$ cat config.mk
export PLATFORM = sky130hd
export DESIGN_NAME = burst_addr_gen
export DESIGN_NICKNAME = d
export VERILOG_FILES = /design/src/rtl/burst_addr_pkg.sv /design/src/rtl/bank_decode.sv /design/src/rtl/next_port_finder.sv /design/src/rtl/burst_addr_gen.sv
export SDC_FILE = /design/constraint.sdc
export NUM_CORES = 1
export LEC_CHECK = 0
export ABC_AREA = 1
export BUFFER_PORTS_ARGS = -buffer_cell sky130_fd_sc_hd__buf_2
export CORE_UTILIZATION = 40
export CTS_BUF_LIST = sky130_fd_sc_hd__clkbuf_2
export DETAILED_ROUTE_END_ITERATION = 10
export PLACE_DENSITY = 0.68
export RECOVER_POWER = 100
export SETUP_SLACK_MARGIN = 0.5
export SYNTH_ARGS = -nofsm -noshare
export SYNTH_HDL_FRONTEND = slang
export SYNTH_SLANG_ARGS = --single-unit
$ cat constraint.sdc
create_clock -name clk -period 3.7 [get_ports clk]
set_input_delay 0.74 -clock clk [delete_from_list [all_inputs] [get_ports clk]]
set_output_delay 0.74 -clock clk [all_outputs]
set_load 0.02 [all_outputs]
$ cat src/rtl/burst_addr_pkg.sv
package burst_addr_pkg;
    localparam int ADDR_W   = 7;
    localparam int N_PORTS  = 20;
    localparam int ADC_BASE = 'h40;
    localparam int DAC_BASE = 'h60;
    localparam int MAX_ADDR = 'h73;
    localparam int IDX_W    = $clog2(N_PORTS);

    typedef struct packed {
        logic [ADDR_W-1:0] addr;
        logic              exhausted;
    } bag_state_t;
endpackage

$ cat src/rtl/bank_decode.sv
module bank_decode #(
    parameter int ADDR_W  = 7,
    parameter int N_PORTS = 20,
    parameter int BASE    = 'h40,
    localparam int IDX_W  = $clog2(N_PORTS)
) (
    input  logic [ADDR_W-1:0] addr,
    output logic              hit,
    output logic [IDX_W-1:0]  idx
);
    localparam logic [ADDR_W-1:0] LO = ADDR_W'(BASE);
    localparam logic [ADDR_W-1:0] HI = ADDR_W'(BASE + N_PORTS);

    logic [ADDR_W-1:0] offset;

    always_comb begin
        offset = addr - LO;
        hit    = (addr >= LO) && (addr < HI);
        idx    = offset[IDX_W-1:0];
    end
endmodule

$ cat src/rtl/next_port_finder.sv
module next_port_finder #(
    parameter int N_PORTS = 20,
    localparam int IDX_W  = $clog2(N_PORTS)
) (
    input  logic [N_PORTS-1:0] mask,
    input  logic [IDX_W-1:0]   cur,
    output logic               found,
    output logic [IDX_W-1:0]   nxt
);
    logic [N_PORTS-1:0] above;
    logic [N_PORTS-1:0] cand;

    // one comparator per port: is this port strictly above the current one
    for (genvar g = 0; g < N_PORTS; g++) begin : g_above
        assign above[g] = (IDX_W'(g) > cur);
    end

    assign cand = mask & above;

    // descending scan so that the lowest candidate is the last to be written
    always_comb begin
        found = 1'b0;
        nxt   = '0;
        for (int i = N_PORTS - 1; i >= 0; i--) begin
            if (cand[i]) begin
                found = 1'b1;
                nxt   = IDX_W'(i);
            end
        end
    end
endmodule

$ cat src/rtl/burst_addr_gen.sv
module burst_addr_gen
    import burst_addr_pkg::*;
#(
    parameter int N_PORTS_P  = N_PORTS,
    parameter int ADC_BASE_P = ADC_BASE,
    parameter int DAC_BASE_P = DAC_BASE,
    parameter int MAX_ADDR_P = MAX_ADDR
) (
    input  logic                 clk,
    input  logic                 rst_n,
    input  logic                 start,
    input  logic [ADDR_W-1:0]    start_addr,
    input  logic                 next,
    input  logic                 is_write,
    input  logic                 ctx_mode,
    input  logic [N_PORTS_P-1:0] adc_mask,
    input  logic [N_PORTS_P-1:0] dac_mask,
    output logic [ADDR_W-1:0]    addr_o,
    output logic                 exhausted_o
);
    localparam int PIDX_W = $clog2(N_PORTS_P);

    bag_state_t st_d, st_q;

    logic                 adc_hit, dac_hit, found, ctx_apply;
    logic [PIDX_W-1:0]    adc_idx, dac_idx, cur_idx, nxt_idx;
    logic [N_PORTS_P-1:0] sel_mask;
    logic [ADDR_W-1:0]    sel_base;

    bank_decode #(.ADDR_W(ADDR_W), .N_PORTS(N_PORTS_P), .BASE(ADC_BASE_P)) adc_dec_i (
        .addr (st_q.addr),
        .hit  (adc_hit),
        .idx  (adc_idx)
    );

    bank_decode #(.ADDR_W(ADDR_W), .N_PORTS(N_PORTS_P), .BASE(DAC_BASE_P)) dac_dec_i (
        .addr (st_q.addr),
        .hit  (dac_hit),
        .idx  (dac_idx)
    );

    next_port_finder #(.N_PORTS(N_PORTS_P)) finder_i (
        .mask  (sel_mask),
        .cur   (cur_idx),
        .found (found),
        .nxt   (nxt_idx)
    );

    always_comb begin
        // bank-dependent selection feeding the finder
        sel_mask  = adc_hit ? adc_mask : dac_mask;
        cur_idx   = adc_hit ? adc_idx  : dac_idx;
        sel_base  = adc_hit ? ADDR_W'(ADC_BASE_P) : ADDR_W'(DAC_BASE_P);
        ctx_apply = ctx_mode && ((adc_hit && !is_write) || (dac_hit && is_write));

        st_d = st_q;
        if (start) begin
            st_d.addr      = start_addr;
            st_d.exhausted = 1'b0;
        end else if (next && !st_q.exhausted) begin
            if (ctx_apply) begin
                if (found) begin
                    st_d.addr = sel_base + ADDR_W'(nxt_idx);
                end else begin
                    st_d.exhausted = 1'b1;
                end
            end else if (st_q.addr >= ADDR_W'(MAX_ADDR_P)) begin
                st_d.exhausted = 1'b1;
            end else begin
                st_d.addr = st_q.addr + 1'b1;
            end
        end
    end

    always_ff @(posedge clk or negedge rst_n) begin
        if (!rst_n) begin
            st_q <= '0;
        end else begin
            st_q <= st_d;
        end
    end

    assign addr_o      = st_q.addr;
    assign exhausted_o = st_q.exhausted;
endmodule

* Word-level counts from Yosys, hierarchy flattened
Cells that the tools add are included.
Cells by class: bitwise logic cells 1, equality and inequality tests 3, muxes and demuxes 50, add/sub/neg operators 4, $lt $le $gt $ge 25, reduce and logical (&&, ||, !) cells 13
Operators by type and width (count):
- $mux 5 | 21
- $gt 4x5->1 const A | 8
- $mux 8 | 3
- $mux 1 | 22
- $ge 7x7->1 const B | 3
- $and 20x20->20 | 1
- $gt 3x5->1 const A | 4
- $gt 5x5->1 const A | 4
- $mux 20 | 1
- $lt 7x7->1 const B | 2
- $mux 7 | 2
- $gt 1x5->1 const A | 2
- $gt 2x5->1 const A | 2
- $sub 5x1->5 const B | 2
- $add 7x1->7 const B | 1
- $add 7x5->7 | 1
- $logic_and 1x1->1 | 6
- $mux 6 | 1
- $ne 3x3->1 const B | 2
- $reduce_and 3->1 | 2
- $ne 3x2->1 const B | 1
- $reduce_bool 3->1 | 1
- $logic_not 1->1 | 2
- $reduce_bool 2->1 | 1
- $logic_or 1x1->1 | 1
Storage, ports and cells: logic and storage cells 98, bits of input ports 53, output and inout port bits 8, register bits 8

* Logic depth before layout (Yosys ltp)
depth in word-level cells 30, gate-level depth with buffers 26, mapped depth without buffers 26

* Modules after synthesis
From an unflattened synthesis, not the netlist that was laid out.
Second synthesis, totals: cells, all modules 323, area, all modules 1616.6 um2
By module, submodules not included:
- burst_addr_gen | sequential area each 200.2 um2, times used 1, cells an instance 205, area each 1067.3 um2
- next_port_finder | sequential area each 0.0 um2, times used 1, cells an instance 97, area each 432.9 um2
- bank_decode (adc_dec_i) | sequential area each 0.0 um2, times used 1, cells an instance 11, area each 60.1 um2
- bank_decode (dac_dec_i) | sequential area each 0.0 um2, times used 1, cells an instance 10, area each 56.3 um2

* Worst setup path after synthesis
No wires, ideal clock.
path type register to register, from reg st_q (netlist bit addr_o[0]), to reg st_q (netlist bit addr_o[1]), path buffers 0, stages on the path, launching flop included 14, slack 1369 ps, data required time 3564 ps, arrival 2195 ps, library setup time 136 ps, period minus slack after synthesis 2331 ps, path through dfrtp_1 -> inv_1 -> ha_1 -> inv_1 -> o311ai_1 -> nand2_1 -> nor2_4 -> nand2_2 -> nor4_4 -> nand2_2 -> nand2_4 -> inv_4 -> nor2_2 -> a41oi_2
On the way: word-level cells in the longest chain between the ends 30, elaborated cells between the ends (all ways) 86, classes of those cells add/sub (4); order compare (25); eq/ne (2); mux (47); bitwise (1); reduce/logical (7)
Ends and longest elaborated chain:
- start: declaration | RTL line burst_addr_gen.sv:23 | bag_state_t st_d, st_q;
- start signal: assignment | RTL line burst_addr_gen.sv:79 | st_q <= st_d;
- $ge 7x7->1 / $lt 7x7->1 (equally long branches) | RTL line bank_decode.sv:18 | hit = (addr >= LO) && (addr < HI);
- $logic_and 1x1->1 | RTL line bank_decode.sv:18
- $mux 5 | RTL line burst_addr_gen.sv:52 | cur_idx = adc_hit ? adc_idx : dac_idx;
- $gt 5x5->1 | RTL line next_port_finder.sv:15 | assign above[g] = (IDX_W'(g) > cur);
- $and 20x20->20 | RTL line next_port_finder.sv:18 | assign cand = mask & above;
- $mux 5 (20 in series) | RTL line next_port_finder.sv:25 | if (cand[i]) begin
- $add 7x5->7 | RTL line burst_addr_gen.sv:63 | st_d.addr = sel_base + ADDR_W'(nxt_idx);
- $mux 7 | RTL line burst_addr_gen.sv:62 | if (found) begin
- $mux 8 | RTL line burst_addr_gen.sv:61 | if (ctx_apply) begin
- $mux 8 | RTL line burst_addr_gen.sv:60 | end else if (next && !st_q.exhausted) begin
- $mux 8 | RTL line burst_addr_gen.sv:57 | if (start) begin
Several ways; a longest one is shown, not always the timed one. The select of a mux whose other input is x is not followed. A chain may end at the register's enable or synchronous reset.

* Worst setup path in the final report
from reg st_q (netlist bit addr_o[2]), to reg st_q (netlist bit addr_o[4])
The elaborated chain is that of the path after synthesis.

==> reports/metrics.yaml <==
worst_setup_path:
  crit_buf_inv: 2
  start_kind: "register"
  reg2reg_to: "addr_o[4]"
  rr_startpoint: "addr_o[2]"
  required_ns: 3.87
  critical_path.max_stage_delay_ns: 0.65
  rr_worst_depth: 13
  critPathKind: "register to register"
  crit_chain: "o21ai_4, nand2_1, inv_4, or2_2, o2111ai_1, nand2_1, inv_1, nand2_1, nor3_1, nand4_1, nand3_1, o211ai_2, o21ai_1"
  crit_path_frequent_cell: "nand2_1"
  rrSetupSlack_ns: 0.74
  cpLargestDelayFamily: "simple AND/OR/NAND/NOR gates"
  arrival_ns: 3.13
  cp-end-kind: "register"
  crit_fanout: 19
  cp_slowest_cell: "dfrtp_1"
timing:
  maxSlewHeadroom: 0.576
  finalCritPeriodShare: 0.801
  finalSetupViolCount: 0
  hold_viol: 0
  final.setup.worst_slack_ns: 0.735
  timing.setup.tns_ns: 0
  min_period_ns: 2.96
  rsz0062_at_grt: "no"
  hold_ws_ns: 0.398
  finClkSkew_ns: 0.0149
  worst_pin_slew_ns: 0.634
  maxSlewViolCount: 0
  fmax_mhz: 337
worst_hold_path:
  hp-class: "input pin to async pin"
drt:
  drtPass1Iterations: 4
  wl_per_cell_um: 11.6
  postRouteAntennaNets: 0
  drt_iter0_drc: 74
  routed_wl_um: 3910
  vias_per_cell: 5.00
  vias: 1686
  drc: 0
yosys:
  yosys.cell_count.top_type: "nand2_1"
  ys_seq_area_frac: 0.140
  synth.largest_area_cell: "nand2_1"
  yosys_warnings: 0
  syn-cell-area_mm2: 0.00143
  synthFlopType: "dfrtp_1"
  synthTopCellsByCount: "nand2_1 (77), inv_1 (23), nor2_1 (23)"
  yosysTopAreaCellShare: 0.202
  synth_edf_count: 0
  synth_seq_cells: 8
  synth_cell_types: 42
  synthCells: 234
  avgSynthCellArea_um2: 6.10
  synth_fp_nets: 290
  synthTopCellsByArea: "nand2_1 (20%), dfrtp_1 (14%), inv_1 (6.0%)"
  async_reset_ff_frac: 1.00
floorplanning:
  start_util: 0.421
  ios: 61
  core_region_area_mm2: 0.00339
  die-area_mm2: 0.00381
  die_w_um: 61.7
  row_count: 21
  chipHeight_um: 61.7
place:
  place_congestion: 0.944
  pre_cts_slack_ns: 1.15
  hpwl_um: 3250
  io_buffer_count: 60
  dpl_cell_area_mm2: 0.00173
clock_network:
  cts.sinks: 8
  cts_tree: "yes"
  cts_root_buf: "clkbuf_2"
  clock_path_buffers: 2
  insertion_delay_ns: 0.25
  ctsResizeCount: 0
  cts_setup_buffers: 0
  cts_buffers: 3
  cts.htree.levels: 1
  clk_pin_slew_worst_paths_ns: 0.10
  cts_hold_buf: 0
power:
  power_leakage_nw: 0.902
  ir_drop_mv: 0.271
  power.density_mw_per_mm2: 525
finish:
  nNetsFinal: 349
  drive_gt1_frac: 0.296
  post-route-util: 0.510
  num_antenna_cells: 0
  syn2layout_area_growth_pct: 21.0
  design_area_mm2: 0.00173
global_route:
  grt_usage: 0.219
  grt_pass1_wl_um: 6210
  grt_pass1_vias: 1408
  grt.overflow.total: 0
  antenna_found_initial: 0
  grt_max_degree: 20
outcome:
  status: "complete, no violations"
run:
  drv_cap: 0
## report_power, final
group | switching [mW] | internal (mW) | total, mW | leakage, nW
logic | 0.438 | 0.239 | 0.677 | 0.794
clock network | 0.0345 | 0.0221 | 0.0566 | 0.0125
registers | 0.0634 | 0.110 | 0.173 | 0.0957
## sequential cells by signal, indices dropped and copies added (netlist names)
register     cells
exhausted_o      1
addr_o           7
## layout make-up
cell class / count / area [µm²]
clock buffer: 3 / 15.0
fill: 367 / 1660
inverter: 26 / 103
multi-input combinational: 194 / 1060
sequential: 8 / 200
tap: 46 / 57.6
timing repair buffer: 60 / 289
## cells in the final DEF (no fill, tap or decap), types with 4 or more instances in the layout
cell type	synthesis	layout
nand3_1	9	9
clkbuf_1	0	9
o21ai_0	12	12
dfrtp_1	8	8
o211ai_2	6	6
or2_2	4	4
inv_1	23	23
nand2_1	77	78
o211ai_1	5	5
a21oi_1	4	4
nand2_2	7	7
buf_2	1	51
nor2_1	23	23
o21ai_1	10	10
## cell families (layout without fill, tap and decap cells)
kind of cell,count (synthesis),in the layout,synth area share
AOI/OAI and AO/OA,52,52,0.271
xor gates and xnor gates,1,1,0.00614
adders and majority gates,3,3,0.0263
buffers and inverters,32,89,0.110
DFF,8,8,0.140
and+or+nand+nor,138,138,0.447
## worst max-delay path by stage
stage	cells after the start	slack [ns]	end	startpoint
after floorplan	13	1.37	addr_o[1]	addr_o[0]
after global placement	14	1.15	addr_o[1]	addr_o[2]
after detailed placement	14	1.15	addr_o[1]	addr_o[2]
after global routing	24	0.43	addr_o[0]	addr_o[2]
after CTS	14	1.12	addr_o[4]	addr_o[2]
final	13	0.74	addr_o[4]	addr_o[2]
## stage by stage
stage | power (mW) | std cells
3_5_place_dp | 0.862 | 334
4_1_cts | 0.919 | 337
5_1_grt | 1.01 | 337
6_report | 0.906 | 337
2_1_floorplan | 0.723 | 234
3_3_place_gp | 0.860 | 334
## layer usage
metal | up-vias | track usage | wire (µm)
met5 | - | 0 | 0
met3 | 4 | 0.0248 | 188
met4 | 0 | 0.0603 | 21
li1 | 896 | - | -
met1 | 733 | 0.290 | 1840
met2 | 53 | 0.376 | 1860
## worst reg2reg max path: stages, from the launching register on
cell	delay, ns
dfrtp_1	0.65
o21ai_4	0.10
nand2_1	0.50
inv_4	0.21
or2_2	0.32
o2111ai_1	0.10
nand2_1	0.08
inv_1	0.08
nand2_1	0.12
nor3_1	0.28
nand4_1	0.16
nand3_1	0.12
o211ai_2	0.09
o21ai_1	0.08
Power figures use the tool's default switching activity.
